[src/rtl/cfgp_pkg.sv]
package cfgp_pkg;
  localparam logic [7:0] KEY_FIRST  = 8'h51;
  localparam logic [7:0] KEY_SECOND = 8'h23;
  localparam logic [7:0] KEY_EXIT   = 8'hBB;

  localparam logic [7:0] IX_SRST  = 8'h02;
  localparam logic [7:0] IX_DSEL  = 8'h07;
  localparam logic [7:0] IX_ACT   = 8'h30;
  localparam logic [7:0] IX_BASEH = 8'h60;
  localparam logic [7:0] IX_BASEL = 8'h61;
  localparam logic [7:0] IX_IRQA  = 8'h70;
  localparam logic [7:0] IX_IRQB  = 8'h72;
  localparam logic [7:0] IX_DMA   = 8'h74;
  localparam logic [7:0] IX_MODE0 = 8'hF0;

  localparam logic [7:0] RD_NONE  = 8'hFF;

  typedef enum logic [1:0] {
    LK_SHUT = 2'd0,
    LK_HALF = 2'd1,
    LK_OPEN = 2'd2
  } lk_state_e;
endpackage

[src/rtl/cfgp_keylock.sv]
module cfgp_keylock
  import cfgp_pkg::*;
(
  input  logic       clk,
  input  logic       rst_n,
  input  logic       idx_wr,
  input  logic [7:0] wdata,
  output logic       open_o
);
  lk_state_e st_q, st_d;

  always_comb begin
    st_d = st_q;
    if (idx_wr) begin
      case (st_q)
        LK_SHUT: st_d = (wdata == KEY_FIRST)  ? LK_HALF : LK_SHUT;
        LK_HALF: st_d = (wdata == KEY_SECOND) ? LK_OPEN : LK_SHUT;
        LK_OPEN: st_d = (wdata == KEY_EXIT)   ? LK_SHUT : LK_OPEN;
        default: st_d = LK_SHUT;
      endcase
    end
  end

  always_ff @(posedge clk or negedge rst_n) begin
    if (!rst_n) st_q <= LK_SHUT;
    else        st_q <= st_d;
  end

  assign open_o = (st_q == LK_OPEN);
endmodule

[src/rtl/cfgp_bank.sv]
module cfgp_bank
  import cfgp_pkg::*;
#(
  parameter int NMODE = 5
) (
  input  logic               clk,
  input  logic               rst_n,
  input  logic               clr,
  input  logic               wr,
  input  logic [7:0]         idx,
  input  logic [7:0]         wdata,
  output logic               en_o,
  output logic [15:0]        base_o,
  output logic [7:0]         irqa_o,
  output logic [7:0]         irqb_o,
  output logic [7:0]         dma_o,
  output logic [NMODE*8-1:0] mode_o,
  output logic [7:0]         rd_o
);
  logic       act_q, act_d;
  logic [7:0] bh_q, bh_d, bl_q, bl_d;
  logic [7:0] ia_q, ia_d, ib_q, ib_d, dm_q, dm_d;
  logic [7:0] md_q [NMODE];
  logic [7:0] md_d [NMODE];

  always_comb begin
    act_d = act_q; bh_d = bh_q; bl_d = bl_q;
    ia_d = ia_q; ib_d = ib_q; dm_d = dm_q;
    md_d = md_q;
    if (clr) begin
      act_d = 1'b0; bh_d = '0; bl_d = '0;
      ia_d = '0; ib_d = '0; dm_d = '0;
      for (int k = 0; k < NMODE; k++) md_d[k] = '0;
    end else if (wr) begin
      case (idx)
        IX_ACT:   act_d = wdata[0];
        IX_BASEH: bh_d  = wdata;
        IX_BASEL: bl_d  = wdata;
        IX_IRQA:  ia_d  = wdata;
        IX_IRQB:  ib_d  = wdata;
        IX_DMA:   dm_d  = wdata;
        default: begin
          for (int k = 0; k < NMODE; k++)
            if (idx == IX_MODE0 + 8'(k)) md_d[k] = wdata;
        end
      endcase
    end
  end

  always_ff @(posedge clk or negedge rst_n) begin
    if (!rst_n) begin
      act_q <= 1'b0; bh_q <= '0; bl_q <= '0;
      ia_q <= '0; ib_q <= '0; dm_q <= '0;
      md_q <= '{default: '0};
    end else begin
      act_q <= act_d; bh_q <= bh_d; bl_q <= bl_d;
      ia_q <= ia_d; ib_q <= ib_d; dm_q <= dm_d;
      md_q <= md_d;
    end
  end

  always_comb begin
    case (idx)
      IX_ACT:   rd_o = {7'b0, act_q};
      IX_BASEH: rd_o = bh_q;
      IX_BASEL: rd_o = bl_q;
      IX_IRQA:  rd_o = ia_q;
      IX_IRQB:  rd_o = ib_q;
      IX_DMA:   rd_o = dm_q;
      default: begin
        rd_o = RD_NONE;
        for (int k = 0; k < NMODE; k++)
          if (idx == IX_MODE0 + 8'(k)) rd_o = md_q[k];
      end
    endcase
  end

  assign en_o   = act_q;
  assign base_o = {bh_q, bl_q};
  assign irqa_o = ia_q;
  assign irqb_o = ib_q;
  assign dma_o  = dm_q;

  for (genvar k = 0; k < NMODE; k++) begin : g_mode
    assign mode_o[k*8 +: 8] = md_q[k];
  end
endmodule

[src/rtl/cfgp_port.sv]
module cfgp_port
  import cfgp_pkg::*;
#(
  parameter int NDEV  = 9,
  parameter int NMODE = 5
) (
  input  logic                    clk,
  input  logic                    rst_n,
  input  logic                    wr_en,
  input  logic                    port_sel,
  input  logic [7:0]              wdata,
  output logic [7:0]              rdata,
  output logic [NDEV-1:0]         dev_en,
  output logic [NDEV*16-1:0]      dev_base,
  output logic [NDEV*8-1:0]       dev_irq_a,
  output logic [NDEV*8-1:0]       dev_irq_b,
  output logic [NDEV*8-1:0]       dev_dma,
  output logic [NDEV*NMODE*8-1:0] dev_mode
);
  localparam int MW = NMODE * 8;

  logic       cfg_open;
  logic       idx_wr, dat_wr, srst;
  logic [7:0] idx_q, idx_d;
  logic [7:0] dsel_q, dsel_d;
  logic [7:0] bank_rd [NDEV];
  logic [7:0] sel_rd;

  assign idx_wr = wr_en & ~port_sel;
  assign dat_wr = wr_en & port_sel & cfg_open;
  assign srst   = dat_wr & (idx_q == IX_SRST) & wdata[0];

  cfgp_keylock u_lock (
    .clk    (clk),
    .rst_n  (rst_n),
    .idx_wr (idx_wr),
    .wdata  (wdata),
    .open_o (cfg_open)
  );

  always_comb begin
    idx_d  = idx_q;
    dsel_d = dsel_q;
    if (cfg_open && idx_wr && (wdata != KEY_EXIT)) idx_d = wdata;
    if (dat_wr && (idx_q == IX_DSEL))              dsel_d = wdata;
  end

  always_ff @(posedge clk or negedge rst_n) begin
    if (!rst_n) begin
      idx_q  <= '0;
      dsel_q <= '0;
    end else begin
      idx_q  <= idx_d;
      dsel_q <= dsel_d;
    end
  end

  for (genvar i = 0; i < NDEV; i++) begin : g_bank
    cfgp_bank #(.NMODE(NMODE)) u_bank (
      .clk    (clk),
      .rst_n  (rst_n),
      .clr    (srst),
      .wr     (dat_wr && (dsel_q == 8'(i))),
      .idx    (idx_q),
      .wdata  (wdata),
      .en_o   (dev_en[i]),
      .base_o (dev_base[i*16 +: 16]),
      .irqa_o (dev_irq_a[i*8 +: 8]),
      .irqb_o (dev_irq_b[i*8 +: 8]),
      .dma_o  (dev_dma[i*8 +: 8]),
      .mode_o (dev_mode[i*MW +: MW]),
      .rd_o   (bank_rd[i])
    );
  end

  always_comb begin
    sel_rd = RD_NONE;
    for (int i = 0; i < NDEV; i++)
      if (dsel_q == 8'(i)) sel_rd = bank_rd[i];
  end

  always_comb begin
    if (!cfg_open)              rdata = RD_NONE;
    else if (idx_q == IX_DSEL)  rdata = dsel_q;
    else if (idx_q == IX_SRST)  rdata = 8'h00;
    else                        rdata = sel_rd;
  end
endmodule

[config.mk]
export PLATFORM = sky130hd
export DESIGN_NAME = cfgp_port
export DESIGN_NICKNAME = d
export VERILOG_FILES = /design/src/rtl/cfgp_pkg.sv /design/src/rtl/cfgp_keylock.sv /design/src/rtl/cfgp_bank.sv /design/src/rtl/cfgp_port.sv
export SDC_FILE = /design/constraint.sdc
export NUM_CORES = 2
export LEC_CHECK = 0
export ABC_AREA = 1
export BUFFER_PORTS_ARGS = -buffer_cell sky130_fd_sc_hd__buf_2
export CAP_MARGIN = 20
export CORE_AREA = 2 2 289 291
export DETAILED_ROUTE_END_ITERATION = 6
export DIE_AREA = 0 0 291 293
export PLACE_DENSITY = 0.69
export SYNTH_ARGS = -nofsm -noshare
export SYNTH_HDL_FRONTEND = slang
export SYNTH_SLANG_ARGS = --single-unit
[constraint.sdc]
create_clock -name clk -period 2.2 [get_ports clk]
set_input_delay 0.44 -clock clk [delete_from_list [all_inputs] [get_ports clk]]
set_output_delay 0.44 -clock clk [all_outputs]
set_load 0.02 [all_outputs]
# ---- Word level (Yosys, flattened, before mapping)
# Index checks and enable logic that the tools add are counted.
dict set report totals {
  output_inout_bits 737
  mem_bits_ro 0
  mem_count 0
  ff_bits 747
  latch_bits 0
  elab_cells 478
  ramBits 0
}
dict set report classes {
  n_bitwise 6
  addsub 0
  reduce_logical 134
  muxes 208
  div_mod_pow 0
  mul 0
  order_cmp 0
  n_eq_ne 28
  shifts 0
}
# cell count
set op_table {}
lappend op_table {{$mux 8} 157}
lappend op_table {{$mux 40} 19}
lappend op_table {{$pmux 8 s6} 9}
lappend op_table {{$reduce_and 3->1} 45}
lappend op_table {{$reduce_and 2->1} 54}
lappend op_table {{$eq 8x7->1 const B} 6}
lappend op_table {{$eq 8x8->1 const B} 6}
lappend op_table {{$eq 8x3->1 const B} 5}
lappend op_table {{$reduce_bool 2->1} 20}
lappend op_table {{$eq 8x2->1 const B} 3}
lappend op_table {{$mux 1} 20}
lappend op_table {{$eq 8x6->1 const B} 2}
lappend op_table {{$logic_and 1x1->1} 12}
lappend op_table {{$eq 8x1->1 const B} 1}
lappend op_table {{$eq 8x4->1 const B} 1}
lappend op_table {{$logic_not 8->1} 1}
lappend op_table {{$ne 8x8->1 const B} 1}
lappend op_table {{$pmux 2 s3} 1}
lappend op_table {{$reduce_or 6->1} 1}
lappend op_table {{$and 1x1->1} 5}
lappend op_table {{$mux 2} 2}
lappend op_table {{$eq 2x1->1 const B} 1}
lappend op_table {{$eq 2x2->1 const B} 1}
lappend op_table {{$logic_not 2->1} 1}
lappend op_table {{other kinds (2)} 2}

# ---- Depth between registers and ports, before layout
dict set report depth {
  word_depth 19
  ltp_mapped 19
  mapped_depth_nobuf 19
}

# ---- Modules after synthesis
# A second synthesis with hierarchy kept.
dict set report hier_totals {
  hier_cells 4900
  area_unflattened_um2 39116.3
}
# mod instances cells_each area_per_inst_um2
set modules_own_cells {}
lappend modules_own_cells {cfgp_bank 9 508 4136.5}
lappend modules_own_cells {cfgp_port 1 294 1711.6}
lappend modules_own_cells {cfgp_keylock 1 34 176.4}

# ---- Least setup slack after synthesis
# OpenSTA, ideal clock, no wires.
dict set report synth_timing {
  path_kind {flip-flop to output port}
  from {reg idx_q[5]}
  to {out rdata[4]}
  required_time_ns 1.760
  path_stages_with_launch 15
  arrival_time_ns 2.034
  n_path_buf 3
  slack_ns -0.274
  cell_sequence {dfrtp_1 -> nand2_1 -> nor2_2 -> buf_4 -> nand2_2 -> buf_2 -> buf_2 -> nor2_1 -> nor4_1 -> nand3_1 -> nand2_1 -> inv_1 -> nand2_1 -> nand3_1 -> nand2_1}
}
dict set report synth_between {
  elab_chain_len 19
}
# element line
set synth_lines {}
lappend synth_lines {{start: declaration} cfgp_port.sv:24} ;# logic [7:0] idx_q, idx_d;
lappend synth_lines {{start signal: assignment} cfgp_port.sv:53} ;# idx_q <= idx_d;
lappend synth_lines {{$eq 8x8->1} cfgp_bank.sv:73} ;# if (idx == IX_MODE0 + 8'(k)) rd_o = md_q[k];
lappend synth_lines {{$mux 8 (5 in series)} cfgp_bank.sv:73}
lappend synth_lines {{$pmux 8 s6} cfgp_bank.sv:63} ;# case (idx)
lappend synth_lines {{$mux 8 (9 in series)} cfgp_port.sv:79} ;# if (dsel_q == 8'(i)) sel_rd = bank_rd[i];
lappend synth_lines {{$mux 8} cfgp_port.sv:85} ;# else if (idx_q == IX_SRST) rdata = 8'h00;
lappend synth_lines {{$mux 8 (*)} cfgp_port.sv:84} ;# else if (idx_q == IX_DSEL) rdata = dsel_q;
lappend synth_lines {{$mux 8 (*)} cfgp_port.sv:83} ;# if (!cfg_open) rdata = RD_NONE;
lappend synth_lines {{end: declaration} cfgp_port.sv:12} ;# output logic [7:0] rdata,
# Mark *: on every way between the ends. The rest lies on a longest branch, timed or not.

# ---- Final worst setup path
dict set report layout_timing {
  from {reg idx_q[0]}
  to {out rdata[1]}
}
# The elaborated chain is that of the path after synthesis.

==> flow_summary.json <==
{
  "status": "complete, but fails checks",
  "violations": "design-rule violations, negative setup slack",
  "via_per_inst": 5.734,
  "antenna_found_initial": 15,
  "synth-xor-area-share": 0,
  "clkSinkCount": 747,
  "ys_seq_area_frac": 0.5481,
  "power_density_mw_per_mm2": 588.1,
  "cellLeakagePower_nw": 27.11,
  "n_fill_cell": 6783,
  "dr.first_iter.drc_count": 4869,
  "via_count": 37870,
  "rows": 105,
  "syn_nets": 4068,
  "async_reset_ff_frac": 1.000,
  "crit_arrival_ns": 3.43,
  "hp-class": "input port to flip-flop",
  "clock_latency_ns": 0.68,
  "start_util": 0.4167,
  "whs_ns": 0.2151,
  "dp.cells": 6315,
  "synth-edff-count": 0,
  "drtAntennaViolNets": 0,
  "critPathMaxFanout": 11,
  "synth_most_common_cell": "nand2_1",
  "drive_gt1_frac": 0.3736,
  "routed_wl_mm": 175.8,
  "place_congestion": 1.030,
  "die_w_um": 291,
  "core_mm2": 0.08185,
  "yosys.area_share.simple": 0.2334,
  "layout_min_cycle_time_ns": 3.871,
  "grtUsageTotal": 0.3855,
  "cp_slowest_cell": "dfrtp_1",
  "fin_cells": 6605,
  "synth_area_mm2": 0.03411,
  "yosys.area.top_type": "dfrtp_1",
  "clock_skew_ns": 0.03718,
  "yosysWarnings": 0,
  "firstDrtPassIters": 7,
  "setup_ws_ns": -1.671,
  "synth_fa_ha_area_frac": 0,
  "path_clk_slew_ns": 0.07,
  "cts_tree": "yes",
  "cts-htree-levels": 3,
  "cap_viol_max_count": 0,
  "rsz0062_at_grt": "true",
  "synth-main-ff-cell": "dfrtp_1",
  "synth-compound-area-share": 0.1484,
  "synthMuxAreaShare": 0,
  "setup_viol": 736,
  "ys_types": 45,
  "max_slew_margin": 0.5863,
  "synthTopCellsByCount": "1,116 x nand2_1, 747 x dfrtp_1, 347 x nor2_1",
  "nNetsFinal": 5475,
  "syn_inst": 4056,
  "tns_ns": -218.16,
  "drc": 6,
  "max_stage_delay_ns": 0.44,
  "required_ns": 1.76,
  "grt_first_pass_wirelength_mm": 241.1,
  "crit_buf_inv": 6,
  "grt_pass1_vias": 34980,
  "die_h_um": 293,
  "hpwl_mm": 123.5,
  "design.die.area_mm2": 0.08526,
  "syn_avg_cell_area_um2": 8.409,
  "crit_chain": "buf_6, inv_6, nand2_2, nor2_4, nand2_4, buf_12, buf_16, nor2_1, nor4_2, buf_4, nand2_1, nand2_1, nand4_1, nor2_2, nand4_1, nand2_2, buf_6",
  "port_buffers": 748,
  "drv_slew": 0,
  "crit_type": "flip-flop to output pin",
  "yosys.area.top_type_share": 0.5481,
  "cts_root_buffer": "clkbuf_16",
  "synth_top_family_by_area": "simple AND/OR/NAND/NOR gates",
  "worstMarginPinSlew_ns": 0.6179,
  "numCtsBuffers": 83,
  "io_pins": 749,
  "syn_to_final_growth_pct": 49.75,
  "grt_max_degree": 82,
  "wl_per_cell_um": 26.61,
  "fmax_mhz": 258.3,
  "hold_viol": 0,
  "ys_top_cells_by_area": "dfrtp_1 55%, nand2_1 12%, o21ai_1 4.9%",
  "fin_crit_sh": 1.760,
  "synth_seq_cells": 747,
  "clockBufferDepth": 3,
  "ir_drop_uv": 618.6,
  "startpoint_type": "flip-flop",
  "cp_top_family": "simple AND/OR/NAND/NOR gates",
  "critPathCaptureType": "output pin",
  "grt_overflow": 0
}
## final cells by class
class | count | area, µm² | area share
sequential | 747 | 18700 | 0.3661
multi-input combinational | 2783 | 14440 | 0.2827
timing repair buffer | 1577 | 12490 | 0.2445
clock buffer | 118 | 2439 | 0.04775
tap | 1070 | 1339 | 0.02621
inverter | 270 | 1092 | 0.02139
clock inverter | 32 | 558.0 | 0.01093
antenna | 7 | 17.52 | 0.0003430
timing repair inverter | 1 | 6.256 | 0.0001225
## cell usage in the layout (no fill, tap or decap), drive strengths merged
cell         instances
dlygate4sd3          1
a21oi              162
inv                268
nor2               397
o211ai              11
nand3b               7
o221ai               3
and3                 1
o2111a               1
a221oi              10
o2111ai              9
buf               1559
bufinv              10
o21ai              673
a22o                11
a41oi                1
dfrtp              747
a211oi               5
diode                7
o311ai               1
nand2             1169
nor4                34
clkinv              23
a31oi                5
nand3              127
bufbuf               2
nand4               52
clkbuf             133
o22ai               64
or2                 10
clkinvlp             2
nor3                30
## flip-flops by register name, indices dropped and copies added, names as in the netlist
signal                cells
g_bank.u_bank.mode_o    360
g_bank.u_bank.bh_q       72
g_bank.u_bank.bl_q       72
g_bank.u_bank.dma_o      72
g_bank.u_bank.irqa_o     72
g_bank.u_bank.irqb_o     72
g_bank.u_bank.en_o        9
dsel_q                    8
idx_q                     8
u_lock.st_q               2
## logic make-up after synthesis
family,count (synthesis)
AOI/OAI and AO/OA,956
buffers and inverters,535
DFF,747
and+or+nand+nor,1818
## layer usage
layer  track usage  vias to the layer above  wire length [µm]  share of wire
met5             0                        -                50        0.00028
met4        0.2231                        8             13700          0.078
met3       0.09887                      677             21660           0.12
met2        0.5962                     2911             76910           0.44
met1        0.4920                    18090             63450           0.36
li1              -                    16180                 -              -
## worst paths after layout
kind                            from                     endpoint  slack [ns]  cells past startpoint
max                         idx_q[0]                     rdata[1]       -1.67                     17
min in group asynchronous      rst_n     g_bank[8].u_bank.bh_q[7]        0.24                      2
max reg2reg                 idx_q[7]     g_bank[2].u_bank.bh_q[1]       -0.44                     17
max in group asynchronous      rst_n  g_bank[5].u_bank.mode_o[33]        1.04                      4
min                            wr_en               u_lock.st_q[1]        0.22                      4
min reg2reg                dsel_q[6]                    dsel_q[6]        0.51                      2
## worst register-to-register path, cell delays in order, from the launching register on
cell and delay [ns]:
dfrtp_1 0.41, buf_6 0.15, nor2_4 0.11, buf_6 0.12, buf_6 0.09, nand3_4 0.06
buf_6 0.12, nor2_4 0.10, buf_6 0.12, nand3_4 0.12, buf_12 0.16, buf_12 0.14
nand2_4 0.07, inv_2 0.16, buf_12 0.19, nor2_8 0.20, nor2_1 0.09, a21oi_1 0.15
## report_power, final
part	internal, mW	total, mW	switching, mW
clock network	8.99	15.2	6.25
logic	0.263	1.05	0.786
registers	13.7	13.7	0.000536
## per-stage QoR
step	worst slack (ns)	instance area [µm²]	util	power (mW)
floorplan	-0.09292	34450	-	14.18
global placement	-1.224	44690	0.5460	14.83
detailed placement	-1.246	44690	0.5460	14.84
CTS	-1.643	49100	0.6000	29.89
global route	-1.741	51060	0.6238	30.68
finish	-1.671	51070	0.6240	30.04
## timing repair
action | in CTS | in global routing
buffers inserted | 36 | 62
pin swaps | 36 | 97
gates resized for setup | 180 | 285
hold endpoints to repair | 136 | 0
hold buffers | 1 | 0
endpoints found under the setup margin | 736 | 741
gates cloned | 15 | 23
Note: power is estimated with default switching activity, not from simulation.
